[src/rtl/seg_reloc_pkg.sv]
// Shared definitions for the segment relocator.
// Assumes exactly two segments and four relocation values.
package seg_reloc_pkg;

    localparam int NUM_SEG = 2;

    // Segment index used by the port generate loop.
    typedef enum logic [0:0] {
        SEG_PROG = 1'b0,
        SEG_DATA = 1'b1
    } seg_e;

    // Write-select code. The encoding is fixed by the register-write port.
    typedef enum logic [1:0] {
        SEL_PROG_BASE  = 2'd0,
        SEL_PROG_LIMIT = 2'd1,
        SEL_DATA_BASE  = 2'd2,
        SEL_DATA_LIMIT = 2'd3
    } val_sel_e;

endpackage

[src/rtl/reloc_regs.sv]
// Holds the four relocation values (base and limit for two segments).
// Writes take effect only in supervisor mode. A user-mode write is dropped
// and yields a one-cycle privilege fault. Synchronous active-low reset.
module reloc_regs
    import seg_reloc_pkg::*;
#(
    parameter int VAL_W = 16
) (
    input  logic             clk,
    input  logic             rst_n,
    input  logic             wr_en,
    input  logic [1:0]       wr_sel,
    input  logic [VAL_W-1:0] wr_data,
    input  logic             supervisor,
    output logic [VAL_W-1:0] prog_base,
    output logic [VAL_W-1:0] prog_limit,
    output logic [VAL_W-1:0] data_base,
    output logic [VAL_W-1:0] data_limit,
    output logic             priv_fault
);

    localparam int NUM_VAL = 4;

    logic [VAL_W-1:0] val_q [NUM_VAL];
    logic             legal_wr;
    logic             illegal_wr;

    // Classify the write attempt by processor mode.
    always_comb begin
        legal_wr   = wr_en && supervisor;
        illegal_wr = wr_en && !supervisor;
    end

    for (genvar i = 0; i < NUM_VAL; i++) begin : g_val
        // Each value loads only on a legal write that selects it.
        always_ff @(posedge clk) begin
            if (!rst_n)
                val_q[i] <= '0;
            else if (legal_wr && (wr_sel == 2'(i)))
                val_q[i] <= wr_data;
        end
    end

    // One-cycle fault pulse for a write made in user mode.
    always_ff @(posedge clk) begin
        if (!rst_n)
            priv_fault <= 1'b0;
        else
            priv_fault <= illegal_wr;
    end

    // Map the storage onto named outputs.
    always_comb begin
        prog_base  = val_q[SEL_PROG_BASE];
        prog_limit = val_q[SEL_PROG_LIMIT];
        data_base  = val_q[SEL_DATA_BASE];
        data_limit = val_q[SEL_DATA_LIMIT];
    end

    AST_USER_WR_FAULTS: assert property (@(posedge clk) disable iff (!rst_n)
        (wr_en && !supervisor) |=> priv_fault);
    AST_USER_WR_NO_CHANGE: assert property (@(posedge clk) disable iff (!rst_n)
        (wr_en && !supervisor) |=> ($stable(prog_base) && $stable(prog_limit)
                                    && $stable(data_base) && $stable(data_limit)));
    AST_SUP_WR_NO_FAULT: assert property (@(posedge clk) disable iff (!rst_n)
        (wr_en && supervisor) |=> !priv_fault);
    AST_NO_WR_NO_CHANGE: assert property (@(posedge clk) disable iff (!rst_n)
        !wr_en |=> ($stable(prog_base) && $stable(data_limit)));

endmodule

[src/rtl/seg_check.sv]
// Translates one port: checks the effective address against a limit and
// adds a base. The result is registered: a valid strobe with the address,
// or a violation pulse. Assumes PA_W >= EA_W. The sum wraps modulo 2^PA_W.
module seg_check #(
    parameter int EA_W = 12,
    parameter int PA_W = 16
) (
    input  logic            clk,
    input  logic            rst_n,
    input  logic            req,
    input  logic [EA_W-1:0] ea,
    input  logic [PA_W-1:0] base,
    input  logic [PA_W-1:0] limit,
    output logic [PA_W-1:0] pa,
    output logic            pa_vld,
    output logic            viol
);

    localparam int EXT_W = PA_W - EA_W;

    logic [PA_W-1:0] ea_ext;
    logic            in_range;
    logic [PA_W-1:0] sum;

    // Widen the address, compare it strictly below the limit, form the sum.
    always_comb begin
        ea_ext   = {{EXT_W{1'b0}}, ea};
        in_range = ea_ext < limit;
        sum      = ea_ext + base;
    end

    // Register the outcome. The address holds its last legal value.
    always_ff @(posedge clk) begin
        if (!rst_n) begin
            pa     <= '0;
            pa_vld <= 1'b0;
            viol   <= 1'b0;
        end else begin
            pa_vld <= req && in_range;
            viol   <= req && !in_range;
            if (req && in_range)
                pa <= sum;
        end
    end

    AST_VLD_VIOL_EXCL: assert property (@(posedge clk) disable iff (!rst_n)
        !(pa_vld && viol));
    AST_IDLE_QUIET: assert property (@(posedge clk) disable iff (!rst_n)
        !req |=> (!pa_vld && !viol));
    AST_REQ_ANSWERED: assert property (@(posedge clk) disable iff (!rst_n)
        req |=> (pa_vld || viol));
    AST_ZERO_LIMIT_FAULTS: assert property (@(posedge clk) disable iff (!rst_n)
        (req && limit == '0) |=> viol);

endmodule

[src/rtl/seg_relocator.sv]
// Top level: a fetch port and a data port, each translated by its own
// segment checker, plus the mode-guarded relocation value store.
// Both ports work in the same cycle and share no logic.
module seg_relocator
    import seg_reloc_pkg::*;
#(
    parameter int EA_W = 12,
    parameter int PA_W = 16
) (
    input  logic            clk,
    input  logic            rst_n,
    input  logic            fetch_req,
    input  logic [EA_W-1:0] fetch_ea,
    output logic [PA_W-1:0] fetch_pa,
    output logic            fetch_pa_vld,
    output logic            fetch_viol,
    input  logic            data_req,
    input  logic [EA_W-1:0] data_ea,
    output logic [PA_W-1:0] data_pa,
    output logic            data_pa_vld,
    output logic            data_viol,
    input  logic            cfg_we,
    input  logic [1:0]      cfg_sel,
    input  logic [PA_W-1:0] cfg_wdata,
    input  logic            supervisor,
    output logic            priv_fault
);

    logic [PA_W-1:0] prog_base, prog_limit, data_base, data_limit;

    logic            p_req   [NUM_SEG];
    logic [EA_W-1:0] p_ea    [NUM_SEG];
    logic [PA_W-1:0] p_base  [NUM_SEG];
    logic [PA_W-1:0] p_limit [NUM_SEG];
    logic [PA_W-1:0] p_pa    [NUM_SEG];
    logic            p_vld   [NUM_SEG];
    logic            p_viol  [NUM_SEG];

    reloc_regs #(.VAL_W(PA_W)) u_regs (
        .clk        (clk),
        .rst_n      (rst_n),
        .wr_en      (cfg_we),
        .wr_sel     (cfg_sel),
        .wr_data    (cfg_wdata),
        .supervisor (supervisor),
        .prog_base  (prog_base),
        .prog_limit (prog_limit),
        .data_base  (data_base),
        .data_limit (data_limit),
        .priv_fault (priv_fault)
    );

    // Route each port and its segment values into the per-port arrays.
    always_comb begin
        p_req[SEG_PROG]   = fetch_req;
        p_ea[SEG_PROG]    = fetch_ea;
        p_base[SEG_PROG]  = prog_base;
        p_limit[SEG_PROG] = prog_limit;
        p_req[SEG_DATA]   = data_req;
        p_ea[SEG_DATA]    = data_ea;
        p_base[SEG_DATA]  = data_base;
        p_limit[SEG_DATA] = data_limit;
    end

    for (genvar s = 0; s < NUM_SEG; s++) begin : g_port
        seg_check #(.EA_W(EA_W), .PA_W(PA_W)) u_chk (
            .clk    (clk),
            .rst_n  (rst_n),
            .req    (p_req[s]),
            .ea     (p_ea[s]),
            .base   (p_base[s]),
            .limit  (p_limit[s]),
            .pa     (p_pa[s]),
            .pa_vld (p_vld[s]),
            .viol   (p_viol[s])
        );
    end

    // Return the per-port results to the named outputs.
    always_comb begin
        fetch_pa     = p_pa[SEG_PROG];
        fetch_pa_vld = p_vld[SEG_PROG];
        fetch_viol   = p_viol[SEG_PROG];
        data_pa      = p_pa[SEG_DATA];
        data_pa_vld  = p_vld[SEG_DATA];
        data_viol    = p_viol[SEG_DATA];
    end

    AST_PORTS_NO_CROSS: assert property (@(posedge clk) disable iff (!rst_n)
        (fetch_req && !data_req) |=> (!data_pa_vld && !data_viol));

endmodule

[config.mk]
export PLATFORM = sky130hd
export DESIGN_NAME = seg_relocator
export DESIGN_NICKNAME = d
export VERILOG_FILES = /design/src/rtl/seg_reloc_pkg.sv /design/src/rtl/reloc_regs.sv /design/src/rtl/seg_check.sv /design/src/rtl/seg_relocator.sv
export SDC_FILE = /design/constraint.sdc
export NUM_CORES = 1
export LEC_CHECK = 0
export BUFFER_PORTS_ARGS = -buffer_cell sky130_fd_sc_hd__buf_2
export CORE_UTILIZATION = 50
export DETAILED_ROUTE_END_ITERATION = 7
export HOLD_SLACK_MARGIN = 0.05
export PLACE_DENSITY_LB_ADDON = 0.3
export SYNTH_ARGS = -nofsm -noshare
export SYNTH_HDL_FRONTEND = slang
export SYNTH_SLANG_ARGS = --single-unit
export TNS_END_PERCENT = 30
[constraint.sdc]
create_clock -name clk -period 6.74 [get_ports clk]
set_clock_uncertainty 0.15 [all_clocks]
set_input_delay 0.674 -clock clk [delete_from_list [all_inputs] [get_ports clk]]
set_output_delay 0.674 -clock clk [all_outputs]
set_load 0.005 [all_outputs]
Yosys cells after proc, flatten, opt, wreduce, memory -nomap -nowiden --
Memory sizes are Yosys's and may differ from the RTL's. Cells that the tools add are included.
Storage, ports and cells: register bits 37, latch bits 0, memory bits (writable) 64, memory bits (read-only) 0, input bits 48, output and inout bits 37, memories kept 1
Cells by class: add/sub/neg operators 2, multiply operators 0, div/mod/pow operators 0, magnitude comparators 2, equal/unequal tests 3, shifts and indexed selects 0, mux-type cells 17, bitwise operators 4, reduce and logical (&&, ||, !) cells 14
Memory list:
- u_regs.val_q | words 4, bits a word 16, rd ports 4, clocked after memory_dff 0, write ports 4, RTL line reloc_regs.sv:24 | logic [VAL_W-1:0] val_q [NUM_VAL];
Operators by type and width (count):
- two-way mux 16 bit | 4
- adder 12 x 16 -> 16 bit | 2
- less-than comparator 12 x 16 -> 1 bit | 2
- two-way mux 1 bit | 13
- logical AND 1 bit | 10
- == test 2 bit (second input constant) | 2
- OR 1 bit | 4
- zero test 1 bit | 3
- == test 2 x 1 -> 1 bit (second input constant) | 1
- zero test 2 bit | 1

Logic depth before layout (Yosys ltp) --
depth after elaboration 6, mapped depth 10, gate-level depth less buffers 9

Hierarchy --
From an unflattened synthesis, not the netlist that was laid out.
Second synthesis, totals: cells, all modules 536, area total of the unflattened synthesis 5356.4 µm²
Modules (own cells, without submodules):
- reloc_regs | instances 1, cells each 161, area an instance 2378.5 µm²
- seg_check (g_port[1].u_chk) | instances 1, cells each 188, area an instance 1495.2 µm²
- seg_check (g_port[0].u_chk) | instances 1, cells each 187, area an instance 1482.7 µm²

Worst setup path before layout --
Ideal clock, no wire load.
path type input to register, from input port fetch_ea[0], to register g_port[0].u_chk.pa[10], setup time 0.119 ns, data arrival time 2.372 ns, slack 4.099 ns, stages on the path 9, cell sequence ha_1 > fa_1 > a211oi_2 > o21bai_1 > a21oi_1 > o21a_1 > o21ai_0 > xnor2_1 > o21ai_1
On the way: longest elaborated chain between the ends 2, elaborated cells between the ends (all ways) 3, classes of those cells 1 x add/sub; 1 x order compare; 1 x reduce/logical
RTL lines:
- start: declaration | RTL line seg_relocator.sv:13 | input logic [EA_W-1:0] fetch_ea,
- less-than comparator 12 x 16 -> 1 bit | RTL line seg_check.sv:28 | in_range = ea_ext < limit;
- logical AND 1 bit | RTL line seg_check.sv:41 | if (req && in_range)
- end signal: assignment | RTL line seg_check.sv:42 | pa <= sum;
- end: declaration | RTL line seg_check.sv:14 | output logic [PA_W-1:0] pa,
Parallel ways exist; a longest one is shown, timed or not. A chain may end at the register's enable or synchronous reset.

Final worst setup path --
from input port data_ea[7], to register g_port[1].u_chk.pa[11]
On the way: longest elaborated chain between the ends 2, elaborated cells between the ends (all ways) 3, classes of those cells 1 x add/sub; 1 x order compare; 1 x reduce/logical
RTL lines:
- start: declaration | RTL line seg_relocator.sv:18 | input logic [EA_W-1:0] data_ea,
- less-than comparator 12 x 16 -> 1 bit | RTL line seg_check.sv:28
- logical AND 1 bit | RTL line seg_check.sv:41
- end signal: assignment | RTL line seg_check.sv:42
- end: declaration | RTL line seg_check.sv:14
Parallel ways exist; a longest one is shown, timed or not.

==> summary.md <==
| Metric | Value |
|---|---|
| Status | `finished, final reports clean` |
| Total CTS buffers | `9` |
| Post-synthesis mux area share | `1.29%` |
| Final nets | `between 600 and 700` |
| Met3 Use GR | `between 4 and 5%` |
| CTS Root Buffer Type | `clkbuf_8` |
| Synth cell types | `57` |
| Seq/Total Area, Yosys | `49.1%` |
| Post-CTS setup buffer count | `0` |
| Max Fclk | `0.324 GHz` |
| Die Ht | `106 um` |
| Starting DRT DRC Count | `180` |
| Via/cell ratio | `5.45` |
| Die Footprint | `~11000 sq um` |
| Gpl congestion | `0.854` |
| Ys async rst share | `0%` |
| Top cells by area, synth | `edfxtp_1 35%, dfxtp_1 14%, ha_1 11%` |
| Worst hold path class | `reg2reg` |
| Worst-path fanout max | `21` |
| Synthesized area | `5430 sq um` |
| Post-layout instance area | `~6200 sq um` |
| Top-count cell post-synth | `and2_1` |
| Crit share post-route | `a little under half` |
| Initial Utilization | `52.1%` |
| RSZ-0062 raised after global routing | `false` |
| Slowest stage delay, CP | `0.71 ns` |
| Cell area after placement | `5990 sq um` |
| Share of cells above drive strength 1 | `19.3%` |
| Setup TNS | `0 ns` |
| Syn-to-layout area delta | `14.9%` |
| Slew @ Worst Pin | `0.903 ns` |
| GRT Total Usage | `around 22%` |
| Endpoint class of the critical path | `flip-flop` |
| H-tree depth | `3` |
| CTS hold repair buffers | `0` |
| Synth Register Bits | `101` |
| CTS tree | `built` |
| Io pins | `85` |
| Max Cap Viol | `0` |
| Clock slew at reported path FFs | `0.10 ns` |
| Clock latency on the worst-skew pair | `0.38 ns` |
| Antenna-violating nets left | `0` |
| Fin. max-slew vios | `0` |
| Vias in the first global route | `3967` |
| VDD IR max | `0.131 mV` |
| Ys flop type | `edfxtp_1` |
| Port Buffer Count | `84` |
| Post-synthesis adder-cell area fraction | `11.3%` |
| Startpoint types | `input port` |
| Initial antenna violation count | `0` |
| Met2 usage in global routing | `a little over a third` |
| Most crowded layer after global routing | `met2` |
| Final Hold Vio Count | `0` |
| CP dominant cell by count | `nand2_1` |
| Clock Path Buffers | `2` |
| Fill cells | `slightly below 900` |
| Synth Area in Simple Gates | `16.9%` |
| Final wirelength | `11800 um` |
| WL/cell | `15.8 um` |
| CP max-delay cell | `o21a_1` |
| EDFF count, synth | `64` |
| Worst rel slew slack | `about two fifths` |
| Synth top cells by count | `66 x and2_1, 64 x edfxtp_1, 46 x ha_1` |
| Req. time, crit path | `6.88 ns` |
| Complex-gate fraction of the synthesized area | `14.5%` |
| Total grt overflow | `0` |
| CP Class | `in2reg` |
| Pwr dens | `235 nW/um^2` |
| Most area-hungry cell type in the Yosys netlist | `edfxtp_1` |
| First-pass GRT wire length | `18900 um` |
| Die Wd | `106 um` |
| Via count | `4050` |
| Met1 usage | `29.0%` |
| CORE AREA | `10400 sq um` |
| Clk sinks | `101` |
| # DRC | `0` |
| Post-CTS Resized | `0` |
| Mean Syn Cell Area | `10.5 sq um` |
| Antenna fix cells | `0` |
| Combinational family with the most area after synthesis | `simple AND/OR/NAND/NOR gates` |
| Setup Viol. Count Final | `0` |
| Mapped Nets | `612` |
| FP Rows | `37` |
| Min Tclk post-route | `slightly above 3 ns` |
| Synth Instances | `about 520` |
| Final HPWL DP | `roughly 9200 um` |
| CP arrival | `3.22 ns` |
| Drt first pass iters | `5` |
| Synth Warn # | `0` |
| Critical Path, Cell by Cell | `buf_2 -> ha_1 -> and3_1 -> a221oi_1 -> nand2_1 -> a31oi_1 -> o21a_1 -> nand2_1 -> o32ai_1` |
| Post-Synth XOR/XNOR Area | `3.55%` |
| Pin count of the biggest net entering global routing | `28` |
| Yosys top cell area share | `35.4%` |
| Lkg Pwr | `2.74 nW` |
## path summary, 6_finish.rpt
| path | from | end | slack, ns | cells past startpoint |
|---|---|---|---|---|
| setup / recovery | data_ea[7] | g_port[1].u_chk.pa[11]$_SDFFE_PN0P_ | 3.66 | 9 |
| setup reg to reg | u_regs.val_q[3][7]$_SDFFCE_PN0P_ | g_port[1].u_chk.pa[11]$_SDFFE_PN0P_ | 3.68 | 9 |
| hold / removal | g_port[0].u_chk.pa[1]$_SDFFE_PN0P_ | g_port[0].u_chk.pa[1]$_SDFFE_PN0P_ | 0.31 | 2 |
| hold reg to reg | g_port[0].u_chk.pa[1]$_SDFFE_PN0P_ | g_port[0].u_chk.pa[1]$_SDFFE_PN0P_ | 0.31 | 2 |
## power breakdown
part	leakage [nW]	switching [mW]	internal, mW
Sequential	0.924	0.0212	0.705
Combinational	1.70	0.151	0.120
Clock	0.122	0.218	0.249
Total	2.74	0.391	1.07
## cells by family (layout without fill, tap and decap cells)
kind of cell / Yosys count / in the layout
adders and majority gates: 48 / 48
AOI/OAI and AO/OA: 118 / 118
buffers and inverters: 44 / 135
xor gates and xnor gates: 22 / 22
DFF: 101 / 101
muxes: 7 / 7
and+or+nand+nor: 176 / 176
## flip-flops by register name, summed over array words and instances, names as in the netlist
name	flops
g_port.u_chk.pa	32
g_port.u_chk.viol	2
u_regs.priv_fault	1
u_regs.val_q	64
g_port.u_chk.pa_vld	2
## through the flow
step / std cells / hold slack [ns] / total power [mW] / util, % / setup WS, ns
after floorplan: 516 / 0.298 / 0.918 / - / 4.10
after global placement: 727 / 0.294 / 1.00 / 57.5 / 3.48
after detailed placement: 727 / 0.300 / 1.01 / 57.5 / 3.30
after CTS: 743 / 0.313 / 1.47 / 59.8 / 3.68
after global routing: 743 / 0.332 / 1.53 / 59.9 / 3.41
final: 743 / 0.309 / 1.46 / 59.9 / 3.66
## placed cells by master, fill, tap and decap left out, types with 5 or more instances in the layout
cell	n
inv_1	30
buf_2	84
a211oi_1	8
o22ai_1	5
o21a_1	8
o21ai_0	22
edfxtp_1	64
clkbuf_8	9
and2_1	66
a31oi_1	5
a21o_1	8
mux2i_1	7
xor2_1	9
nor2_1	28
xnor2_1	13
nor3_1	9
a21oi_1	29
dfxtp_1	37
nand2_1	43
o21ai_1	6
nand3_1	9
buf_4	5
ha_1	46
## layout make-up
class                           count  area, sq um  share of cell area [%]
Sequential cell                   101         2660                    42.7
Timing Repair Buffer               89          458                    7.34
Multi-Input combinational cell    371         2590                    41.5
Clock buffer                        9          124                    1.99
Clock inverter                      7          120                    1.93
Tap cell                          136          170                    2.73
Inverter                           30          113                    1.81
## critical path: cells and delay by family
family / cells / cell delay, ns
buffers and inverters: 1 / 0.11
and+or+nand+nor: 3 / 0.61
AOI/OAI and AO/OA: 4 / 1.53
adders and majority gates: 1 / 0.30
## per-layer routing
metal | vias to the layer above | wire length (um)
li1 | 2013 | -
met1 | 1933 | 5440
met2 | 92 | 5560
met3 | 12 | 557
met4 | 0 | 199
met5 | - | 0
Note: power is estimated with default switching activity, not from simulation.
